[src/rtl/ring_ptr_pkg.sv]
package ring_ptr_pkg;

    localparam int unsigned RING_COUNT   = 4;
    localparam int unsigned RING_SEL_W   = $clog2(RING_COUNT);
    localparam int unsigned ENTRY_IDX_W  = 8;
    localparam int unsigned RING_BASE_W  = 20;
    localparam int unsigned PTR_W        = RING_BASE_W + ENTRY_IDX_W;
    localparam int unsigned ENTRY_WORDS  = 4;
    localparam int unsigned WORD_SEL_W   = $clog2(ENTRY_WORDS);
    localparam int unsigned BUS_W        = 32;
    localparam int unsigned STORE_AW     = 14;
    localparam int unsigned OWN_BIT      = 31;

    typedef enum logic [RING_SEL_W-1:0] {
        RING_TX_DONE  = 2'd0,
        RING_RX_DONE  = 2'd1,
        RING_FREE_SML = 2'd2,
        RING_FREE_BIG = 2'd3
    } ring_id_e;

    typedef struct packed {
        logic [RING_BASE_W-1:0] base;
        logic [ENTRY_IDX_W-1:0] idx;
    } ring_ptr_t;

    function automatic logic [RING_COUNT-1:0] sel_onehot(input logic [RING_SEL_W-1:0] sel);
        logic [RING_COUNT-1:0] v;
        v = '0;
        v[sel] = 1'b1;
        return v;
    endfunction

    function automatic ring_ptr_t ptr_step(input ring_ptr_t p);
        ring_ptr_t n;
        n.base = p.base;
        n.idx  = p.idx + 1'b1;
        return n;
    endfunction

endpackage

[src/rtl/ring_ptr_store.sv]
module ring_ptr_store
    import ring_ptr_pkg::*;
#(
    parameter int unsigned N_RINGS = RING_COUNT
) (
    input  logic                     clk,
    input  logic                     rst,
    input  logic [N_RINGS-1:0]       wr_hit,
    input  ring_ptr_t                wr_val,
    input  logic [N_RINGS-1:0]       adv_hit,
    output ring_ptr_t [N_RINGS-1:0]  ptr_q
);

    for (genvar g = 0; g < N_RINGS; g++) begin : g_ring
        always_ff @(posedge clk) begin
            if (rst) begin
                ptr_q[g] <= '0;
            end else if (wr_hit[g]) begin
                ptr_q[g] <= wr_val;
            end else if (adv_hit[g]) begin
                ptr_q[g] <= ptr_step(ptr_q[g]);
            end
        end
    end

endmodule

[src/rtl/ring_own_track.sv]
module ring_own_track
    import ring_ptr_pkg::*;
#(
    parameter int unsigned N_RINGS = RING_COUNT
) (
    input  logic               clk,
    input  logic               rst,
    input  logic [N_RINGS-1:0] wr_hit,
    input  logic [N_RINGS-1:0] adv_hit,
    input  logic [N_RINGS-1:0] fetch_hit,
    input  logic               fetch_owned,
    output logic [N_RINGS-1:0] not_owned_q
);

    for (genvar g = 0; g < N_RINGS; g++) begin : g_flag
        always_ff @(posedge clk) begin
            if (rst) begin
                not_owned_q[g] <= 1'b1;
            end else if (wr_hit[g] || adv_hit[g]) begin
                not_owned_q[g] <= 1'b1;
            end else if (fetch_hit[g]) begin
                not_owned_q[g] <= ~fetch_owned;
            end
        end
    end

endmodule

[src/rtl/ring_addr_gen.sv]
module ring_addr_gen
    import ring_ptr_pkg::*;
#(
    parameter int unsigned N_RINGS = RING_COUNT,
    parameter int unsigned SEL_W   = RING_SEL_W,
    parameter int unsigned AW      = STORE_AW
) (
    input  ring_ptr_t [N_RINGS-1:0] ptr_q,
    input  logic [SEL_W-1:0]        ring_sel,
    input  logic [WORD_SEL_W-1:0]   word_sel,
    input  logic [AW-1:0]           rd_addr,
    output logic [BUS_W-1:0]        dma_addr,
    output logic [BUS_W-1:0]        rd_data
);

    localparam int unsigned PAD_W = BUS_W - PTR_W;

    ring_ptr_t sel_ptr;
    logic      rd_in_range;

    always_comb begin
        sel_ptr  = ptr_q[ring_sel];
        dma_addr = {sel_ptr, word_sel, 2'b00};
    end

    always_comb begin
        rd_in_range = (rd_addr < AW'(N_RINGS));
        rd_data     = '0;
        if (rd_in_range) begin
            rd_data = {{PAD_W{1'b0}}, ptr_q[rd_addr[SEL_W-1:0]]};
        end
    end

endmodule

[src/rtl/ring_ptr_mgr.sv]
module ring_ptr_mgr
    import ring_ptr_pkg::*;
#(
    parameter int unsigned N_RINGS = RING_COUNT,
    parameter int unsigned SEL_W   = RING_SEL_W,
    parameter int unsigned AW      = STORE_AW
) (
    input  logic                  clk,
    input  logic                  rst,
    input  logic                  host_wr_en,
    input  logic [AW-1:0]         host_wr_addr,
    input  logic [BUS_W-1:0]      host_wr_data,
    input  logic [AW-1:0]         host_rd_addr,
    output logic [BUS_W-1:0]      host_rd_data,
    input  logic [SEL_W-1:0]      ring_sel,
    input  logic [WORD_SEL_W-1:0] word_sel,
    input  logic                  fetch_vld,
    input  logic [BUS_W-1:0]      fetch_word,
    input  logic                  adv,
    output logic [BUS_W-1:0]      dma_addr,
    output logic [N_RINGS-1:0]    not_owned
);

    logic [N_RINGS-1:0]      sel_vec;
    logic [N_RINGS-1:0]      wr_hit;
    logic [N_RINGS-1:0]      adv_hit;
    logic [N_RINGS-1:0]      fetch_hit;
    ring_ptr_t               wr_val;
    ring_ptr_t [N_RINGS-1:0] ptr_q;

    always_comb begin
        sel_vec   = sel_onehot(ring_sel);
        wr_val    = ring_ptr_t'(host_wr_data[PTR_W-1:0]);
        wr_hit    = '0;
        if (host_wr_en && (host_wr_addr < AW'(N_RINGS))) begin
            wr_hit = sel_onehot(host_wr_addr[SEL_W-1:0]);
        end
        adv_hit   = adv       ? (sel_vec & ~not_owned) : '0;
        fetch_hit = fetch_vld ? sel_vec : '0;
    end

    ring_ptr_store #(.N_RINGS(N_RINGS)) u_store (
        .clk     (clk),
        .rst     (rst),
        .wr_hit  (wr_hit),
        .wr_val  (wr_val),
        .adv_hit (adv_hit),
        .ptr_q   (ptr_q)
    );

    ring_own_track #(.N_RINGS(N_RINGS)) u_own (
        .clk         (clk),
        .rst         (rst),
        .wr_hit      (wr_hit),
        .adv_hit     (adv_hit),
        .fetch_hit   (fetch_hit),
        .fetch_owned (fetch_word[OWN_BIT]),
        .not_owned_q (not_owned)
    );

    ring_addr_gen #(.N_RINGS(N_RINGS), .SEL_W(SEL_W), .AW(AW)) u_addr (
        .ptr_q    (ptr_q),
        .ring_sel (ring_sel),
        .word_sel (word_sel),
        .rd_addr  (host_rd_addr),
        .dma_addr (dma_addr),
        .rd_data  (host_rd_data)
    );

endmodule

[config.mk]
export PLATFORM = sky130hd
export DESIGN_NAME = ring_ptr_mgr
export DESIGN_NICKNAME = d
export VERILOG_FILES = /design/src/rtl/ring_ptr_pkg.sv /design/src/rtl/ring_ptr_store.sv /design/src/rtl/ring_own_track.sv /design/src/rtl/ring_addr_gen.sv /design/src/rtl/ring_ptr_mgr.sv
export SDC_FILE = /design/constraint.sdc
export NUM_CORES = 1
export LEC_CHECK = 0
export ABC_AREA = 1
export BUFFER_PORTS_ARGS = -buffer_cell sky130_fd_sc_hd__clkbuf_2
export CORE_ASPECT_RATIO = 1.2
export CORE_MARGIN = 10
export CORE_UTILIZATION = 33
export DETAILED_ROUTE_END_ITERATION = 10
export GPL_ROUTABILITY_DRIVEN = 0
export PLACE_DENSITY = 0.58
export SYNTH_ARGS = -nofsm -noshare
export SYNTH_HDL_FRONTEND = slang
export SYNTH_HIERARCHICAL = 1
export SYNTH_SLANG_ARGS = --single-unit
[constraint.sdc]
create_clock -name clk -period 1.6 [get_ports clk]
set_input_delay 0.08 -clock clk [delete_from_list [all_inputs] [get_ports clk]]
set_output_delay 0.08 -clock clk [all_outputs]
set_load 0.02 [all_outputs]
Yosys cells after proc, flatten, opt, wreduce, memory -nomap -nowiden. Index checks and enable logic that the tools add are counted.

Bits in registers: 116. Input bits: 101. Output and inout bits: 68. Logic and storage cells: 61.

$add $sub $neg: 4. Order comparisons: 7. Multiplexer cells: 20. Bitwise logic cells: 3. Reduce and logical (&&, ||, !) cells: 15.

Operators by type and width (count): two-way mux 28 bit (7); binary-select mux 28 bit (select 2 bit) (2); adder 8 x 1 -> 8 bit (second input constant) (4); two-way mux 8 bit (4); < comparator 14 x 3 -> 1 bit (second input constant) (2); two-way mux 4 bit (3); < comparator 2 x 3 -> 1 bit (second input constant) (3); nonzero test 2 bit (4); OR reduction 2 bit (4); AND 4 bit (1); demux 1 bit (select 2 bit) (2); >= comparator 2 x 1 -> 1 bit (second input constant) (2); logical OR 1 bit (4); NOT 4 bit (1); logical AND 1 bit (3); two-way mux 1 bit (2); NOT 1 bit (1).

Depth between registers and ports, before layout. Gate-level depths: netlist (run 1).

Depth after elaboration: 8. Mapped depth: 13. Gate-level depth less buffers: 12.

Modules after synthesis. The synthesis (run 1) kept the hierarchy.

By module, submodules not included: ring_ptr_store (times used 1, cells an instance 634, area an instance 4677.0 um^2, sequential area each 2242.2 um^2); ring_addr_gen (times used 1, cells an instance 563, area an instance 2444.8 um^2, sequential area each 0.0 um^2); ring_own_track (times used 1, cells an instance 33, area an instance 193.9 um^2, sequential area each 80.1 um^2); ring_ptr_mgr (times used 1, cells an instance 38, area an instance 150.1 um^2, sequential area each 0.0 um^2).

Worst setup path after synthesis (run 1). OpenSTA, ideal clock, no wires.

Kind: reg-to-reg. Start point: reg u_own.not_owned_q[2]. End point: reg, netlist name u_store/ptr_q[56]. Library setup time: 0.056 ns. Data arrival time: 1.394 ns. Required time: 1.544 ns. Setup slack: 0.150 ns. Stages on the path, launching flop included: 8. Buffers on the path: 0. Clock period less this slack: 1.450 ns. Cell sequence: dfxtp_1 -> nor3_1 -> inv_2 -> nor2_4 -> nand2_1 -> o21ai_1 -> o21ai_1 -> inv_1.

Longest elaborated chain between the ends: 4.

Ends and longest elaborated chain: from (decl) (line ring_own_track.sv:12) `output logic [N_RINGS-1:0] not_owned_q`; from (signal, indexed assignment) (line ring_own_track.sv:22) `not_owned_q[g] <= ~fetch_owned;`; NOT 4 bit (line ring_ptr_mgr.sv:38) `adv_hit = adv ? (sel_vec & ~not_owned) : '0;`; AND 4 bit (line ring_ptr_mgr.sv:38); two-way mux 4 bit (line ring_ptr_mgr.sv:38); named net adv_hit[2] (line ring_ptr_mgr.sv:26) `logic [N_RINGS-1:0] adv_hit;`; nonzero test 2 bit (no source line).

The timed path passes the listed nets, and every way through them passes these cells. A chain may end at the register's enable or synchronous reset.

Worst setup path after layout (run 1).
Start point: reg, netlist name u_store/ptr_q[30]. End point: out host_rd_data[2].

Longest elaborated chain between the ends: 3.

Ends and longest elaborated chain: binary-select mux 28 bit (select 2 bit) (line ring_addr_gen.sv:30) `rd_data = {{PAD_W{1'b0}}, ptr_q[rd_addr[SEL_W-1:0]]};`; two-way mux 28 bit (not written as such) (line ring_addr_gen.sv:30); two-way mux 28 bit (line ring_addr_gen.sv:29) `if (rd_in_range) begin`; to (decl) (line ring_ptr_mgr.sv:14) `output logic [BUS_W-1:0] host_rd_data,`.

No other way between the ends. The select of a mux whose other input is x is not followed.

==> results of run 1 <==
-- flip-flops by register name, summed over array words and instances (netlist names) --
name / cells
u_own/not_owned_q: 4
u_store/ptr_q: 112
-- layout make-up --
class,count,share of cell area
Multi-Input combinational cell,881,0.429
Sequential cell,116,0.252
Timing Repair Buffer,179,0.137
Inverter,199,0.0797
Clock buffer,21,0.0491
Tap cell,279,0.0372
Clock inverter,9,0.0164
-- power by group --
part	leakage [nW]	total, W	switching (W)	internal [W]
Sequential	0.947	0.00289	0.00000639	0.00289
Combinational	3.26	0.000860	0.000559	0.000301
Clock	0.295	0.00402	0.00136	0.00266
-- metrics by stage --
step	hold WS [ns]	util	power (W)
after floorplan	0.186	-	0.00347
after global placement	0.160	0.380	0.00378
after detailed placement	0.160	0.380	0.00379
after CTS	0.0240	0.417	0.00787
after global routing	0.0869	0.419	0.00807
final	0.0285	0.419	0.00778
-- logic make-up after synthesis --
| kind of cell | Yosys count | share of synthesized area |
|---|---|---|
| simple gates | 647 | 0.356 |
| fa+ha+maj | 4 | 0.00670 |
| xor+xnor | 8 | 0.00938 |
| flops | 116 | 0.311 |
| other cells | 1 | 0.000502 |
| buf+inv | 276 | 0.155 |
| compound gates | 216 | 0.161 |
-- worst max path at each step --
stage                                           to  slack (ns)  depth (start not counted)
CTS                                host_rd_data[6]       0.009                          7
floorplan           u_store/ptr_q[56]$_SDFFE_PP0P_        0.15                          7
detailed placement  u_store/ptr_q[16]$_SDFFE_PP0P_        0.09                          8
global placement    u_store/ptr_q[16]$_SDFFE_PP0P_        0.09                          8
finish                             host_rd_data[2]         0.1                          7
global route                       host_rd_data[1]       -0.02                          8
-- worst register-to-register path: stages, from the launching register on --
cell,delay (ns)
dfxtp_1,0.43
ha_1,0.27
nand2_1,0.08
nor2_1,0.15
nand2_1,0.08
nand2_1,0.06
nand3_1,0.06
a21oi_1,0.12
-- metal layers --
| layer | vias up | track usage | wire length, um |
|---|---|---|---|
| met5 | - | 0 | 0 |
| met4 | 0 | 0.0640 | 566 |
| met3 | 31 | 0.0357 | 1460 |
| met2 | 214 | 0.307 | 12700 |
| met1 | 3713 | 0.199 | 10300 |
| li1 | 4199 | - | - |
-- placed cells by master (no fill, tap or decap), drive strengths merged, types with 4 or more instances in the layout --
cell type / netlist / layout
o211ai: 28 / 28
nand4: 4 / 4
nand2: 306 / 306
dlygate4sd3: 0 / 22
a31oi: 4 / 4
xor2: 4 / 4
a22oi: 17 / 17
nor3: 9 / 9
nor2: 229 / 229
clkbuf: 18 / 137
ha: 4 / 4
buf: 59 / 41
conb: 1 / 6
bufinv: 0 / 4
inv: 199 / 199
dfxtp: 116 / 116
nand3: 97 / 97
a21oi: 48 / 48
o21ai: 118 / 118
xnor2: 4 / 4
-- repair_timing --
| item | in CTS | in global routing |
|---|---|---|
| gates resized for setup | 9 | 29 |
| hold buffers | 22 | 0 |
| setup endpoints to repair | 4 | 11 |
| pin swaps | 0 | 0 |
| buffers inserted | 0 | 0 |
| endpoints found under the hold margin | 87 | 0 |
==> impl_metrics.json, run 1 <==
{
  "outcome": "finished, final reports clean",
  "whs_endpoint": "u_own/not_owned_q[3]$_SDFFE_PP1P_",
  "r2r_cells": 7,
  "cts_root_buf": "clkbuf_16",
  "clockBufferDepth": 2,
  "syn_avg_cell_area_um2": 5.89,
  "hp-class": "in2reg",
  "drtIter0Drc": 508,
  "yosysMostFrequentCell": "nand2_1",
  "dp_hpwl_um": 17300,
  "slowest_stage": "dfxtp_4",
  "tns_ns": 0,
  "rr_endpoint": "u_store/ptr_q[62]$_SDFFE_PP0P_",
  "grt-ovfl-total": 0,
  "multiInputGateArea_um2": 4020,
  "ir_drop_mv": 0.861,
  "period_needed_ns": 1.50,
  "powerDensity_nw_per_um2": 830,
  "placed_area_um2": 8490,
  "cp.required_ns": 1.52,
  "fin_nets": 1499,
  "synth_top_area_frac": 0.311,
  "timing.critical_path.mode_cell": "inv_1",
  "htreeDepth": 4,
  "syn_inst": 1268,
  "fin_skew_ns": 0.0183,
  "rrSetupSlack_ns": 0.29,
  "p_leak_nw": 4.50,
  "cap_violations": 0,
  "path_buf_inv": 3,
  "synth_area_leaders": "dfxtp_1 31%, nand2_1 15%, nor2_1 11%, inv_1 9.6%, nand3_1 6.5%",
  "clk-insertion-delay-late_ns": 0.43,
  "synth_cell_type_count": 28,
  "synth_edf_count": 0,
  "yosys_warnings": 6,
  "drc": 0,
  "numPortBuffers": 123,
  "start_util": 0.334,
  "start_kind": "flop",
  "postLayoutCellArea_um2": 9370,
  "grt_pass1_vias": 7807,
  "antennaDiodeCount": 0,
  "yosysTopAreaCell": "dfxtp_1",
  "drive_gt1_frac": 0.170,
  "die_area_um2": 29100,
  "routed_wl_um": 25000,
  "dp_slack_ns": 0.0851,
  "routed_via_density": 4.84,
  "grt_pass1_wl_um": 40300,
  "clock_sinks": 116,
  "startpoint": "u_store/ptr_q[30]$_SDFFE_PP0P_",
  "ioPinCount": 169,
  "die_h_um": 185,
  "wire_per_inst_um": 14.8,
  "synth-seq-cells": 116,
  "hold_violations": 0,
  "worstPathArrival_ns": 1.42,
  "cp-end-kind": "output pin",
  "track_usage": 0.173,
  "synth_flop_cell": "dfxtp_1",
  "antenna_found_initial": 0,
  "core_area_um2": 22400,
  "fillers": 2386,
  "setup_viol": 0,
  "place_inst": 1633,
  "clk_pin_slew_ns": 0.06,
  "detail-route-antenna-nets": 0,
  "vias": 8157,
  "yosysSeqAreaShare": 0.311,
  "timing.fmax_mhz": 666,
  "die_w_um": 157,
  "setup_ws_ns": 0.0992,
  "crit_chain": "inv_1 > nand2_1 > nand3_1 > nand2_2 > inv_1 > nor2_1 > buf_2",
  "hp-start": "fetch_word[31]",
  "worstPathMaxFanout": 7,
  "slowest_delay_ns": 0.38,
  "cts_tree": "built",
  "period_share": 0.938,
  "rows": 60,
  "seqCellArea_um2": 2360,
  "synthArstFlopShare": 0,
  "maxSlewViolCount": 0,
  "cts_buffers": 17,
  "crit_type": "reg2out",
  "grt_max_degree": 81,
  "first_pass_iters": 5,
  "area_delta_synth_final_pct": 25.5,
  "critPathTopFamily": "flip-flops",
  "syn_area_um2": 7470,
  "final_cells": 1684,
  "whs_path_depth": 6,
  "r2r_start": "u_store/ptr_q[57]$_SDFFE_PP0P_",
  "synth_commonest_cells": "301 x nand2_1, 214 x nor2_1, 190 x inv_1, 116 x dfxtp_1, 97 x nand3_1"
}
(Power assumes the default switching activity.)
==> run 2, diff against run 1 <==
--- a/config.mk
+++ b/config.mk
@@ -9,10 +9,10 @@
 export BUFFER_PORTS_ARGS = -buffer_cell sky130_fd_sc_hd__clkbuf_2
 export CORE_ASPECT_RATIO = 1.2
 export CORE_MARGIN = 10
-export CORE_UTILIZATION = 33
+export CORE_UTILIZATION = 55
 export DETAILED_ROUTE_END_ITERATION = 10
 export GPL_ROUTABILITY_DRIVEN = 0
-export PLACE_DENSITY = 0.58
+export PLACE_DENSITY = 0.86
 export SYNTH_ARGS = -nofsm -noshare
 export SYNTH_HDL_FRONTEND = slang
 export SYNTH_HIERARCHICAL = 1
==> run 2 against run 1 <==
Clock-buffer cell count decreased by 3. Maximum frequency decreased by 3.0%. Critical path depth stayed put. Sequential share of layout area up 0.72 points. Final cell count down 6.9%. Worst hold slack better by 0.0041 ns. Final area decreased by 3.2%. Critical path type unchanged. Critical endpoint unchanged. Largest cell class unchanged.
==> impl_metrics.json, run 2 (synthesis results as in run 1) <==
{
  "outcome": "finished, final reports clean",
  "cap_violations": 0,
  "relSlewSlack": 0.590,
  "die_w_um": 126,
  "area_delta_synth_final_pct": 21.5,
  "core_area_um2": 13200,
  "hold_violations": 0,
  "powerDensity_nw_per_um2": 856,
  "layout_common_cells": "301 x nand2_1, 210 x nor2_1, 190 x inv_1, 119 x clkbuf_2, 97 x nand3_1",
  "grt_pass1_vias": 8169,
  "die_h_um": 148,
  "combPwrFrac": 0.109,
  "fillers": 1125,
  "antennaDiodeCount": 0,
  "wire_per_inst_um": 15.2,
  "seq_power_share": 0.374,
  "cp-end-kind": "output pin",
  "hp-class": "in2reg",
  "place_inst": 1515,
  "mostFrequentLayoutCell": "nand2_1",
  "rows": 46,
  "fin_nets": 1491,
  "final_cells": 1567,
  "clock_sinks": 116,
  "grt_max_degree": 62,
  "clk-insertion-delay-late_ns": 0.41,
  "cp.required_ns": 1.52,
  "routed_via_density": 5.54,
  "cts_buffers": 17,
  "worstPathMaxFanout": 7,
  "whs_path_depth": 3,
  "maxSlewViolCount": 0,
  "start_util": 0.564,
  "dp_hpwl_um": 15800,
  "p_leak_nw": 4.44,
  "r2r_start": "u_store/ptr_q[57]$_SDFFE_PP0P_",
  "cts_tree": "built",
  "htreeDepth": 4,
  "rsz0062_at_grt": "false",
  "whs_endpoint": "u_store/ptr_q[88]$_SDFFE_PP0P_",
  "grt-ovfl-total": 0,
  "placed_area_um2": 8210,
  "timing.fmax_mhz": 647,
  "start_kind": "flop",
  "drtIter0Drc": 1003,
  "drc": 0,
  "die_area_um2": 18700,
  "setup_viol": 0,
  "vias": 8685,
  "worstMarginPinSlew_ns": 0.612,
  "worstPathArrival_ns": 1.47,
  "r2r_cells": 7,
  "multiInputGateArea_um2": 4020,
  "grt_pass1_wl_um": 38600,
  "tns_ns": 0,
  "clkPwrFrac": 0.517,
  "clk_pin_slew_ns": 0.06,
  "startpoint": "u_store/ptr_q[86]$_SDFFE_PP0P_",
  "seqCellArea_um2": 2350,
  "antenna_found_initial": 0,
  "rrSetupSlack_ns": 0.24,
  "intPower_w": 0.00582,
  "drive_gt1_frac": 0.171,
  "hp-start": "host_wr_data[4]",
  "cts_root_buf": "clkbuf_16",
  "period_needed_ns": 1.55,
  "routed_wl_um": 23900,
  "swShare": 0.250,
  "top_regs": "u_store/ptr_q: 112 flops, u_own/not_owned_q: 4 flops",
  "first_pass_iters": 6,
  "detail-route-antenna-nets": 0,
  "track_usage": 0.246,
  "net-switching-power_w": 0.00194,
  "rr_endpoint": "u_store/ptr_q[62]$_SDFFE_PP0P_",
  "postLayoutCellArea_um2": 9070,
  "top_register": "u_store/ptr_q",
  "ir_drop_mv": 0.561,
  "largest_reg_flops": 112,
  "numPortBuffers": 123,
  "final_core_utilization": 0.685,
  "ioPinCount": 169,
  "fin_skew_ns": 0.00692,
  "crit_type": "reg2out",
  "clockBufferDepth": 2,
  "period_share": 0.967
}
## run 2: metal layers
layer  wire [um]  vias to the layer above  GRT usage
met1        8730                     3930      0.270
met4        1140                        0      0.141
met2       12000                      475      0.432
li1            -                     4176          -
met3        2060                      104     0.0429
met5           0                        -          0
## run 2: stage by stage
| stage | total power (W) | worst slack (ns) | hold WS (ns) |
|---|---|---|---|
| 2_1_floorplan | 0.00347 | 0.150 | 0.186 |
| 3_3_place_gp | 0.00374 | 0.0401 | 0.160 |
| 3_5_place_dp | 0.00376 | 0.0353 | 0.160 |
| 4_1_cts | 0.00778 | 0.00214 | 0.00787 |
| 5_1_grt | 0.00804 | 0.00216 | 0.0187 |
| 6_report | 0.00776 | 0.0535 | 0.0325 |
## run 2: power by group through the flow
stage          combinational [W]  sequential, W  clock (W)
6_report                0.000848        0.00290    0.00401
5_1_grt                 0.000928        0.00290    0.00421
4_1_cts                 0.000833        0.00290    0.00404
3_5_place_dp            0.000791        0.00297          0
3_3_place_gp            0.000778        0.00297          0
2_1_floorplan           0.000501        0.00297          0
## run 2: cell type report
| class | count | area share |
|---|---|---|
| sequential | 116 | 0.259 |
| multi-input combinational | 881 | 0.443 |
| tap | 168 | 0.0232 |
| clock buffer | 18 | 0.0484 |
| inverter | 199 | 0.0824 |
| clock inverter | 14 | 0.0203 |
| timing repair buffer | 171 | 0.124 |
## run 2: worst max-delay path by stage
stage                                     endpoint  cells after the start
global placement    u_store/ptr_q[56]$_SDFFE_PP0P_                     10
finish                             host_rd_data[2]                      7
floorplan           u_store/ptr_q[56]$_SDFFE_PP0P_                      7
global route                       host_rd_data[1]                      7
CTS                                host_rd_data[3]                      7
detailed placement  u_store/ptr_q[56]$_SDFFE_PP0P_                     10
## run 2: repair_timing
| item | CTS | global route |
|---|---|---|
| setup endpoints to repair | 2 | 13 |
| gates resized for setup | 2 | 26 |
| setup buffers | 0 | 0 |
| hold endpoints to repair | 80 | 0 |
| hold buffers | 20 | 0 |
## run 2: critical path: stages, from the launching register on
cell	delay, ns
dfxtp_2	0.40
inv_1	0.09
nand2_1	0.07
nand3_1	0.09
nand2_1	0.10
inv_1	0.05
nor2_1	0.07
buf_2	0.18
==> run 3, diff against run 2 <==
--- a/config.mk
+++ b/config.mk
@@ -6,11 +6,11 @@
 export NUM_CORES = 1
 export LEC_CHECK = 0
 export ABC_AREA = 1
-export BUFFER_PORTS_ARGS = -buffer_cell sky130_fd_sc_hd__clkbuf_2
 export CORE_ASPECT_RATIO = 1.2
 export CORE_MARGIN = 10
-export CORE_UTILIZATION = 55
+export CORE_UTILIZATION = 65
 export DETAILED_ROUTE_END_ITERATION = 10
+export DONT_BUFFER_PORTS = 1
 export GPL_ROUTABILITY_DRIVEN = 0
 export PLACE_DENSITY = 0.86
 export SYNTH_ARGS = -nofsm -noshare
==> run 3 against run 2 <==
Combinational power shrank 26%. Register-to-register slack got worse by 0.08 ns. Largest power group unchanged. Via count fell by 4.5%. Clock skew is essentially flat.
==> impl_metrics.json, run 3 (synthesis results as in run 1) <==
{
  "clock_sinks": 116,
  "htreeDepth": 4,
  "drtIter0Drc": 863,
  "largest_reg_flops": 112,
  "detail-route-antenna-nets": 0,
  "fin_nets": 1406,
  "setup_viol": 0,
  "rrSetupSlack_ns": 0.16,
  "routed_via_density": 5.65,
  "drc": 0,
  "critical_path.endpoint": "host_rd_data[7]",
  "area_delta_synth_final_pct": 16.7,
  "core_area_um2": 11100,
  "cp-end-kind": "output pin",
  "seqCellArea_um2": 2340,
  "start_kind": "flop",
  "fillers": 823,
  "hp-class": "in2reg",
  "die_area_um2": 16200,
  "drive_gt1_frac": 0.0989,
  "cp.depth": 7,
  "antenna_found_initial": 0,
  "outcome": "finished, final reports clean",
  "maxSlewViolCount": 0,
  "path_buf_inv": 3,
  "hold_violations": 0,
  "rsz0062_at_grt": "false",
  "power_w": 0.00742,
  "dp_hpwl_um": 14200,
  "rr_endpoint": "u_own/not_owned_q[2]$_SDFFE_PP1P_",
  "period_needed_ns": 1.57,
  "startpoint": "u_store/ptr_q[35]$_SDFFE_PP0P_",
  "period_share": 0.979,
  "grt_pass1_vias": 7797,
  "tns_ns": 0,
  "clockBufferDepth": 2,
  "cts_buffers": 17,
  "worstPathArrival_ns": 1.49,
  "cts_tree": "built",
  "crit_chain": "inv_1 > nand2_1 > nand3_1 > nand2_1 > inv_1 > nor2_1 > buf_4",
  "die_h_um": 137,
  "numPortBuffers": 0,
  "antennaDiodeCount": 0,
  "start_util": 0.670,
  "layout_common_cells": "301 x nand2_1, 209 x nor2_1, 190 x inv_1, 103 x dfxtp_1, 97 x nand3_1",
  "r2r_cells": 5,
  "wire_per_inst_um": 15.9,
  "worstPathMaxFanout": 4,
  "timing.fmax_mhz": 638,
  "cap_violations": 0,
  "r2r_start": "u_own/not_owned_q[2]$_SDFFE_PP1P_",
  "postLayoutCellArea_um2": 8710,
  "top_regs": "u_store/ptr_q: 112 flops, u_own/not_owned_q: 4 flops",
  "slowest_stage": "dfxtp_1",
  "grt_pass1_wl_um": 37600,
  "multiInputGateArea_um2": 4020,
  "slowest_delay_ns": 0.37,
  "worstMarginPinSlew_ns": 0.939,
  "ioPinCount": 169,
  "placed_area_um2": 7740,
  "clk-insertion-delay-late_ns": 0.42,
  "fin_skew_ns": 0.00711,
  "powerDensity_nw_per_um2": 852,
  "grt_max_degree": 116,
  "cts_root_buf": "clkbuf_16",
  "vias": 8293,
  "p_leak_nw": 4.06,
  "die_w_um": 118,
  "track_usage": 0.279,
  "crit_type": "reg2out",
  "top_register": "u_store/ptr_q",
  "mostFrequentLayoutCell": "nand2_1",
  "relSlewSlack": 0.372,
  "ir_drop_mv": 0.722,
  "clk_pin_slew_ns": 0.05,
  "grt-ovfl-total": 0,
  "cp.required_ns": 1.52,
  "rows": 42,
  "first_pass_iters": 6,
  "critPathTopFamily": "simple AND/OR/NAND/NOR gates",
  "routed_wl_um": 23400
}
==> run 3: cell types whose count changed in the layout (fill, tap and decap cells not counted), sizes merged <==
cell,delta
clkbuf,-118
clkinvlp,+4
buf,+19
clkinv,-4
dlygate4sd3,+15
bufinv,-1
==> run 3: what timing repair did <==
| item | in CTS | in global routing |
|---|---|---|
| hold buffers | 35 | 0 |
| buffers inserted | 0 | 0 |
| setup endpoints to repair | 0 | 5 |
| gates resized for setup | 0 | 14 |
| hold endpoints to repair | 116 | 0 |
==> run 3: how the worst min path moves through the flow <==
stage | start | end | slack, ns | depth (start not counted)
after global placement | rst | u_store/ptr_q[87]$_SDFFE_PP0P_ | 0.16 | 1
after detailed placement | rst | u_store/ptr_q[89]$_SDFFE_PP0P_ | 0.16 | 1
after CTS | ring_sel[1] | u_own/not_owned_q[3]$_SDFFE_PP1P_ | 0.003 | 6
after global routing | ring_sel[1] | u_own/not_owned_q[3]$_SDFFE_PP1P_ | 0.07 | 7
after floorplan | rst | u_own/not_owned_q[0]$_SDFFE_PP1P_ | 0.19 | 2
final | ring_sel[1] | u_own/not_owned_q[3]$_SDFFE_PP1P_ | 0.008 | 6
==> run 3: metal layers <==
layer,share of wire,track usage
met1,0.36,0.303
met2,0.51,0.512
met3,0.092,0.0536
met4,0.035,0.138
met5,0,0
==> run 3: through the flow <==
stage	hold WS, ns	util	instances	worst slack [ns]
after floorplan	0.186	-	1273	0.150
after global placement	0.157	0.694	1401	0.117
after detailed placement	0.158	0.694	1401	0.0902
after CTS	0.00275	0.781	1468	0.0522
after global routing	0.0703	0.782	1468	0.00256
final	0.00759	0.782	1468	0.0328
==> run 3: report_power, final <==
group | total [W] | internal (W) | switching (W)
Clock | 0.00389 | 0.00252 | 0.00138
Combinational | 0.000628 | 0.000222 | 0.000407
Sequential | 0.00290 | 0.00290 | 0.00000473
==> run 3: worst min-delay path: cells and delay by family <==
| kind | cells | cell delay (ns) |
|---|---|---|
| simple gates | 5 | 0.26 |
| buf+inv | 1 | 0.05 |
==> run 3: final cells by class <==
| class | count | area share |
|---|---|---|
| Inverter | 199 | 0.0857 |
| Timing Repair Buffer | 86 | 0.0927 |
| Clock buffer | 19 | 0.0520 |
| Clock inverter | 13 | 0.0179 |
| Multi-Input combinational cell | 881 | 0.461 |
| Sequential cell | 116 | 0.268 |
| Tap cell | 154 | 0.0221 |
